[config.mk]
export PLATFORM = sky130hd
export DESIGN_NAME = bytelane_par_eval
export DESIGN_NICKNAME = d
export VERILOG_FILES = /design/src/rtl/bytelane_par_pkg.sv /design/src/rtl/bytelane_par_gen.sv /design/src/rtl/bytelane_par_eval.sv
export SDC_FILE = /design/constraint.sdc
export NUM_CORES = 1
export LEC_CHECK = 0
export BUFFER_PORTS_ARGS = -buffer_cell sky130_fd_sc_hd__buf_2
export CAP_MARGIN = 20
export CORE_MARGIN = 2
export CORE_UTILIZATION = 32
export DETAILED_ROUTE_END_ITERATION = 6
export PLACE_DENSITY = 0.81
export SYNTH_ARGS = -nofsm -noshare
export SYNTH_HDL_FRONTEND = slang
export SYNTH_SLANG_ARGS = --single-unit
[constraint.sdc]
create_clock -name vclk -period 0.8
set_input_delay 0 -clock vclk [all_inputs]
set_output_delay 0 -clock vclk [all_outputs]
set_load 0.01 [all_outputs]
[src/rtl/bytelane_par_pkg.sv]
package bytelane_par_pkg;
  localparam int unsigned LANE_W = 8;
  localparam int unsigned N_LANES = 8;
  localparam int unsigned DATA_W = LANE_W * N_LANES;
  typedef logic [N_LANES-1:0] lane_mask_t;
endpackage

[src/rtl/bytelane_par_gen.sv]
module bytelane_par_gen
  import bytelane_par_pkg::*;
(
  input  logic [DATA_W-1:0] data_i,
  output lane_mask_t        par_o
);
  for (genvar g = 0; g < N_LANES; g++) begin : g_lane
    assign par_o[g] = ^data_i[g*LANE_W +: LANE_W];
  end
endmodule

[src/rtl/bytelane_par_eval.sv]
module bytelane_par_eval
  import bytelane_par_pkg::*;
(
  input  logic [DATA_W-1:0] data_i,
  input  lane_mask_t        par_i,
  input  lane_mask_t        be_ni,
  input  logic              par_en_ni,
  output lane_mask_t        bad_o
);
  lane_mask_t calc;
  bytelane_par_gen u_gen (.data_i(data_i), .par_o(calc));
  // odd lane parity, gated by lane enable and global enable
  assign bad_o = (calc ^ par_i) & ~be_ni & {N_LANES{~par_en_ni}};
endmodule

==> metrics list, run 1 <==
- After Yosys synthesis, full adders, half adders and majority gates account for 0% of the synthesized area.
- Final routed wire length divided by cell count: roughly 12 um
- Cell accounting for the most synthesized area: sky130_fd_sc_hd__xnor3_1
- Broken down by cell family, the worst path's largest delay share belongs to XOR/XNOR gates.
- The worst pin sits at a relative slew slack of between 80% and 90%.
* Required time of the critical path: 0.80 ns
* Die W: 52.88 um
- The number of antenna violations at the first check in global routing was 0.
- Crit path kind: in2out
- Unique masters post-synth: 8
- The cell count after synthesis came out at 73.
- Cell-by-cell trace of the critical path: buf_6, xnor3_1, or3_4, mux2i_2, buf_2
* Cells on Worst Hold Path: 5
* Buffer and inverter count on the worst path: 2
- Post-Synthesis Net Count: 154
- RSZ-0062 raised after global routing: yes
- Drt total wl: roughly 2.3 mm
- The most critical setup path has its startpoint at data_i[25].
- Top Ports: 89
- Maximum ir drop on the vdd rail: 0.0004673 V
- Final standard cell count with taps included and fillers excluded: 191
* Gp weighted congestion: 0.7128
- The count of final hold-check violations came to 0.
* Main area contributors after synthesis: sky130_fd_sc_hd__xnor3_1, sky130_fd_sc_hd__xnor2_1, sky130_fd_sc_hd__mux2i_1
* Area delta synth->final: 77.58%
* Combinational family with the most area after synthesis: XOR/XNOR gates
- In the final layout, flip-flops and latches occupy 0 um^2.
- Of the post-synthesis cell area, the part taken by muxes is 10.47%.
* Total Die Area: 2796 um^2
* Crit path largest cell delay: 0.40 ns
- Of the total synthesized cell area, the portion taken by AND, OR, NAND and NOR gates is 14.40%.
* Setup violation total in the final timing report: 8
- The Yosys step of the flow raised 0 warnings.
- After floorplanning, the core was divided into 17 placement rows.
- Once the floorplan was initialized, standard cells occupied 34.23% of the core.
- GRT Total Usage: ~16%
- Per-cell via count in the routed design: 4.492
- Period utilisation layout: 135.3%
- From bottom edge to top edge, the die measures 52.88 um.
* Actual transition at the worst max-transition pin: 0.2840 ns
* Inst Count DP: 190
* Worst Setup Start Kind: primary input
- The run finished, with violations left.
- Vias: 858
* Worst hold start: be_ni[1]
* Post-Synth XOR/XNOR Area: 74.63%
- Summed over all cells, the static leakage comes to 0.7816 nW.
- In this run, the number of DRC markers left after iteration 0 of detailed routing was 4.
- Maximum number of pins on one net before global-route repair: 16
- Final Max Slew Viols: 0
* Final HPWL from detailed placement: 1.998 mm
- First-pass GRT wire length: 3.450 mm
- # clk buffers: 0
* Post-synth design cell area: 764.5 um^2
- After synthesis, flip-flops and latches occupy 0% of the total area.
- Area of the core: approximately 2200 um^2
- CTS Hold Buffers Added: 0
* Most numerous cell types in the synthesized netlist: sky130_fd_sc_hd__xnor2_1, sky130_fd_sc_hd__xnor3_1
* Vias in the first global route: 909
- For this run, the post-layout net count is 246.
- Along the worst path, the maximum fanout reaches 2.
* Number of iterations in the first detailed-routing pass: 3
- Failing checks: setup timing
- Total grt overflow: 0
- During placement, the flow inserted port buffers numbering 89.
- The largest individual stage delay along the critical path comes from the cell sky130_fd_sc_hd__xnor3_1.
- In the final layout, the share of cells above drive strength 1 is 62.58%.
- STA classifies the critical path endpoint as a primary output.
- Mean post-synth cell area: 10.47 um^2
- Prior to clock tree synthesis, the placed netlist has a worst setup slack of -0.2951 ns.
* Final worst-path setup slack: -0.2828 ns
- Power density over cell area: 773.9 nW/um^2
- Proportion of netlist area held by the largest area contributor: 47.14%
- The tool flagged a number of max-cap violations equal to 0.
- Arrival time at the worst endpoint: 1.08 ns
- Derived from the worst setup path, the maximum achievable clock frequency is about 920 MHz.
* Compound-Gate Fraction of Synth Area: 0%
- Shortest clock period the worst path allows after layout: around 1.1 ns
- Counting buffers and inverters, the worst setup path is 5 cells deep.
- Antenna Diode Count: 0
- Total DRC errors in the routed layout: 0
- There are 0 flip-flops and latches.
- Residual antenna-violating net count after detailed routing: 0
- Path type of the worst min-delay path: in2out
[cell families after synthesis]
family	count (synthesis)
AND/OR/NAND/NOR	24
multiplexers	8
XOR/XNOR	40
buffers and inverters	1
[where the power goes]
| part | internal (mW) | switching (mW) | total (mW) |
|---|---|---|---|
| combinational | 0.698 | 0.353 | 1.05 |
| clock | 0 | 0 | 0 |
| sequential | 0 | 0 | 0 |
| total | 0.698 | 0.353 | 1.05 |
[per-stage QoR]
stage | utilization (%) | total power [mW] | hold slack, ns | TNS, ns | cell area, um^2
2_1_floorplan | - | 0.6727 | 0.1592 | -0.7095 | 794.5
3_3_place_gp | 57.25 | 0.9673 | 0.3648 | -2.104 | 1279
3_5_place_dp | 57.25 | 1.010 | 0.3732 | -2.275 | 1279
4_1_cts | 59.78 | 1.040 | 0.3732 | -2.171 | 1335
5_1_grt | 60.78 | 1.127 | 0.3945 | -2.571 | 1358
6_report | 60.78 | 1.051 | 0.3734 | -2.178 | 1358
[what timing repair did]
action,in CTS,in global routing
endpoints found under the setup margin,8,8
gates resized for setup,9,3
buffers inserted,0,1
pin swaps,0,1
[cells in the final DEF (no fill, tap or decap), drive strengths merged]
| cell type | instances |
|---|---|
| or3 | 8 |
| xnor3 | 16 |
| nand2 | 8 |
| xnor2 | 16 |
| buf | 91 |
| xor2 | 8 |
| mux2i | 8 |
| nor2 | 8 |
[worst paths after layout]
check,end
min,bad_o[1]
max,bad_o[3]
[layout make-up]
class / count / area [um^2]
timing repair buffer: 91 / 516.7
multi-input combinational: 72 / 805.8
fill: 204 / 875.8
tap: 28 / 35.03
[per-layer routing]
metal | track usage [%] | vias to the layer above | routed length, um
met2 | 37.71 | 44 | 1355
li1 | - | 433 | -
met1 | 14.39 | 375 | 711
met5 | 0 | - | 0
met4 | 2.991 | 0 | 44
met3 | 1.130 | 6 | 171
Power figures use the tool's default switching activity.
==> run 2: changes to the inputs <==
- CORE_MARGIN: 2 -> 8
==> metrics list, run 2 (synthesized netlist as in run 1, its figures left out) <==
* RSZ-0062 raised after global routing: yes
- Worst Setup Start Kind: primary input
- Initial core utilization: 34.23%
- Area occupied by multi-input gates: 820.8 um^2
* Setup violation total in the final timing report: 8
- Number of placement rows: 17
- At the pin with the least slew margin, the transition time is 0.2685 ns.
* Worst hold start: be_ni[2]
- Using the TritonRoute via totals, the vias-per-cell ratio works out to 4.519.
- Area delta synth->final: 78.40%
- Count of flip-flops and latches: 0
* Arrival time at the worst endpoint: 1.11 ns
* Highest attainable clock frequency: 898.9 MHz
- Placement Setup Slack: -0.3188 ns
* Worst setup startpoint: data_i[0]
* Most frequent cells in the layout: sky130_fd_sc_hd__buf_2, sky130_fd_sc_hd__xnor3_1, sky130_fd_sc_hd__xnor2_1
* Antenna violations before repair: 0
- The floorplan step defined a die boundary enclosing 4209 um^2.
- Area of the core: 2233 um^2
- The die is 64.88 um wide.
- The final route contains 854 vias.
* GRT Total Usage: 13.10%
* CTS Hold Buffers Added: 0
- Share of layout cells above drive strength 1: roughly 63%
- Excluding fillers, the count of instances in the completed layout stands at 189.
- In this run the tightest slew margin relative to its limit is ~80%.
* Gp weighted congestion: about 0.76
- After detailed placement, the design holds a cell count of 189.
* Number of iterations in the first detailed-routing pass: 4
- Crit path kind: in2out
- Drt total wl: 2.734 mm
- After global routing the overflow that remains totals 0.
* Total of max-cap violations: 0
- Power density over cell area: 767.6 nW/um^2
- Required time of the critical path: 0.80 ns
- Leak pwr: a little under 0.8 nW
- Total of buffers placed on input and output ports: 89
- The routed design could run at a clock period as short as ~1.1 ns.
- Leaving out fill and tap cells, the most frequent cell in the layout is sky130_fd_sc_hd__buf_2.
- The final count of pins violating max slew was 0.
- Final routed wire length divided by cell count: approximately 14 um
- FF+latch area: 0 um^2
* Hold slack final: 0.3733 ns
- Top Ports: between 80 and 90
- Result of the run: finished, violations left
- 0 antenna diodes ended up in the layout.
- Violation count after the first detailed-routing iteration: 11
* Vertical die dimension: 64.88 um
- First-pass GRT wire length: 4.671 mm
- Maximum number of pins on one net before global-route repair: 17
- Vias in the first global route: 1064
- Total DRC errors in the routed layout: 0
* Final worst-path setup slack: -0.3124 ns
* Highest net fanout along the worst path: 2
- Path type of the worst min-delay path: in2out
- Nature of the critical path endpoint: primary output
- Maximum ir drop on the vdd rail: 0.0005382 V
- Failing checks: setup timing
- After filler insertion, the fill cell instance count of the layout stands at between 200 and 250.
* Final HPWL from detailed placement: 2.445 mm
- Hold violation count in the final report: 0
- The detail route stage leaves a number of antenna-violating nets equal to 0.
- The clock buffers instantiated in the layout total 0.
- Period utilisation layout: 139.1%
- NumNets Final: ~240
==> run 2: cell count changes in the layout (fill, tap and decap cells not counted) <==
cell	change
sky130_fd_sc_hd__buf_4	-2
sky130_fd_sc_hd__buf_6	+1
sky130_fd_sc_hd__buf_2	-1
sky130_fd_sc_hd__xnor2_1	-2
sky130_fd_sc_hd__xnor2_2	+2
==> run 2: worst paths after layout <==
check             cells after the start       end  slack, ns
hold / removal                        5  bad_o[2]       0.37
setup / recovery                      5  bad_o[0]      -0.31
==> run 2: timing repair <==
action | 4_1_cts | 5_1_grt
buffers inserted | 0 | 0
endpoints found under the hold margin | 0 | 0
pin swaps | 2 | 2
endpoints found under the setup margin | 8 | 8
resized for setup | 11 | 4
==> run 2: cell type report <==
type | count | share of cell area, %
well taps | 28 | 2.569
repair buffers | 89 | 37.25
multi-input cells | 72 | 60.18
==> run 2: power breakdown <==
group / total, mW / switching [mW] / internal [mW]
logic: 1.05 / 0.352 / 0.695
registers: 0 / 0 / 0
clock network: 0 / 0 / 0
==> run 2: critical path, cell delays in order <==
cell and delay, ns:
sky130_fd_sc_hd__buf_2 0.11, sky130_fd_sc_hd__xnor3_1 0.35, sky130_fd_sc_hd__or3_4 0.34, sky130_fd_sc_hd__mux2i_2 0.15, sky130_fd_sc_hd__buf_2 0.16
==> run 2: through the flow <==
step	setup TNS (ns)	power [mW]	util, %	cell area, um^2
final	-2.199	1.047	61.06	1364
after global routing	-2.668	1.137	61.06	1364
after CTS	-2.232	1.041	60.06	1341
after detailed placement	-2.360	1.004	56.92	1271
after global placement	-2.125	0.9628	56.92	1271
after floorplan	-0.7095	0.6727	-	794.5
==> run 2: routing by layer <==
metal  wire, um  vias to the layer above  global-route usage, %
met5          0                        -                      0
met4         21                        0                 0.8174
li1           -                      428                      -
met2       1565                       48                  27.08
met1        885                      376                  12.61
met3        262                        2                  4.124
==> run 3: changes to the inputs <==
- REMOVE_ABC_BUFFERS: default -> 1
==> metrics list, run 3 (synthesized netlist as in run 1, its figures left out) <==
- The worst hold path passes through 5 cells.
* Vertical die dimension: 64.88 um
* Total grt overflow: 0
* Most frequent cells in the layout: sky130_fd_sc_hd__buf_2, sky130_fd_sc_hd__xnor3_1, sky130_fd_sc_hd__xnor2_1
- Counting I/O delays and the setup requirement, the final critical path takes 1.074 ns.
- Worst slew slack as a fraction of its limit: a little over 80%
* Per-cell via count in the routed design: 4.532
- The final count of pins violating max slew came to 0.
- NumNets Final: roughly 250
- Area of the core: 2233 um^2
* Total Die Area: between 4000 and 5000 um^2
- Final routed wire length divided by cell count: 13.33 um
- Before antenna repair, the detailed router went through 4 iterations.
- STA puts the critical path data required time at ~0.80 ns.
- Once layout is done, the placed cells without fillers occupy 1311 um^2.
- For this run, the total global-route usage over all layers was measured as 11.61%.
- Count of flip-flops and latches: 0
- The multi-input combinational cells in the finished layout cover a total of 760.7 um^2.
- Relative to the synthesized area, the layout overhead comes to 71.52%.
* Top Ports: 89
- Setup violations remaining at the end of the flow were counted as 8.
- In this run the worst path has a maximum fanout of 2.
- Accumulated negative setup slack: -1.864 ns
* Vias in the first global route: 1030
* Final worst-path setup slack: -0.2740 ns
* Crit path kind: in2out
- Gp weighted congestion: 0.7874
- CTS Hold Buffers Added: 0
* Vias: 861
- Across the run, the number of max-cap violations was 0.
- Cells with a size suffix above 1 make up a little under three fifths of the layout.
- In the final layout, flip-flops and latches occupy 0 um^2.
- Nature of the critical path endpoint: primary output
- Number of fillers in the final layout: 209
- Path type of the worst min-delay path: in2out
- Port buffering added 89 buffers.
- The flow ran to the end, but the final reports show violations.
* Actual transition at the worst max-transition pin: 0.2536 ns
* Initial core utilization: roughly a third
- Power density over cell area: ~730 nW/um^2
* Placed Instance Area: 1241 um^2
- Most common cell after layout, fill and taps aside: sky130_fd_sc_hd__buf_2
- STA puts the critical path data arrival time at between 1 and 1.5 ns.
- Placement Setup Slack: -0.3061 ns
* Highest attainable clock frequency: about 930 MHz
- Counting the clock-network buffers in the layout gives 0.
- Antenna violations before repair: 0
- Once layout is complete, the utilization of the core stands at 58.71%.
- Worst Setup Start Kind: primary input
- The final layout contains routed wiring with a total length of between 2 and 3 mm.
* Hold violation count in the final report: 0
- Total DRC errors in the routed layout: 0
- The final critical path takes up 134.3% of the cycle.
* Leak pwr: 0.7882 nW
- Once detailed placement completed, the half-perimeter wirelength came to 2.278 mm.
- Maximum ir drop on the vdd rail: 0.0003977 V
* Residual antenna-violating net count after detailed routing: 0
* Failing checks: setup timing
- The first global-routing pass estimated 4.195 mm of wire.
* Maximum number of pins on one net before global-route repair: 17
* Violation count after the first detailed-routing iteration: 12
- Setup repair after global routing could not meet its margin everywhere.
- The repair_antennas step left the layout with diodes totalling 0.
- Number of placement rows: 17
- Die W: around 65 um
[run 3: cell types whose count changed in the layout (fill, tap and decap cells not counted), sizes merged]
cell | before | now
buf | 89 | 90
[run 3: per-stage QoR]
stage | std cells | power [mW] | hold WS [ns]
after CTS | 190 | 0.9665 | 0.3528
after floorplan | 72 | 0.5952 | 0.1524
after detailed placement | 189 | 0.9249 | 0.3504
after global routing | 190 | 1.042 | 0.3712
final | 190 | 0.9558 | 0.3467
after global placement | 189 | 0.8920 | 0.3449
[run 3: critical path, stage by stage]
cell and delay (ns):
sky130_fd_sc_hd__buf_6 0.06, sky130_fd_sc_hd__xnor3_1 0.38, sky130_fd_sc_hd__or3_1 0.31, sky130_fd_sc_hd__mux2i_1 0.16
sky130_fd_sc_hd__buf_2 0.16
[run 3: path summary, 6_finish.rpt]
path                        to  startpoint  slack [ns]
worst max-delay path  bad_o[0]   data_i[1]       -0.27
worst min-delay path  bad_o[4]    be_ni[4]        0.35
[run 3: layout make-up]
cell class,count,area share [%]
repair buffers,90,39.31
well taps,28,2.672
multi-input cells,72,58.02
[run 3: power breakdown]
part           internal (mW)  switching, mW
Clock                      0              0
Sequential                 0              0
Combinational          0.644          0.311
Total                  0.644          0.311
[run 3: routing by layer]
| layer | global-route usage [%] | vias to the layer above | share of wire (%) |
|---|---|---|---|
| met3 | 4.983 | 2 | 13 |
| li1 | - | 429 | - |
| met2 | 24.10 | 53 | 54 |
| met5 | 0 | - | 0 |
| met4 | 0.8174 | 0 | 0.67 |
| met1 | 10.32 | 377 | 32 |
[run 3: repair_timing]
action / 4_1_cts / 5_1_grt
setup buffers: 1 / 0
setup endpoints to repair: 8 / 8
gates cloned: 0 / 0
pin swaps: 3 / 1
gates resized for setup: 9 / 1
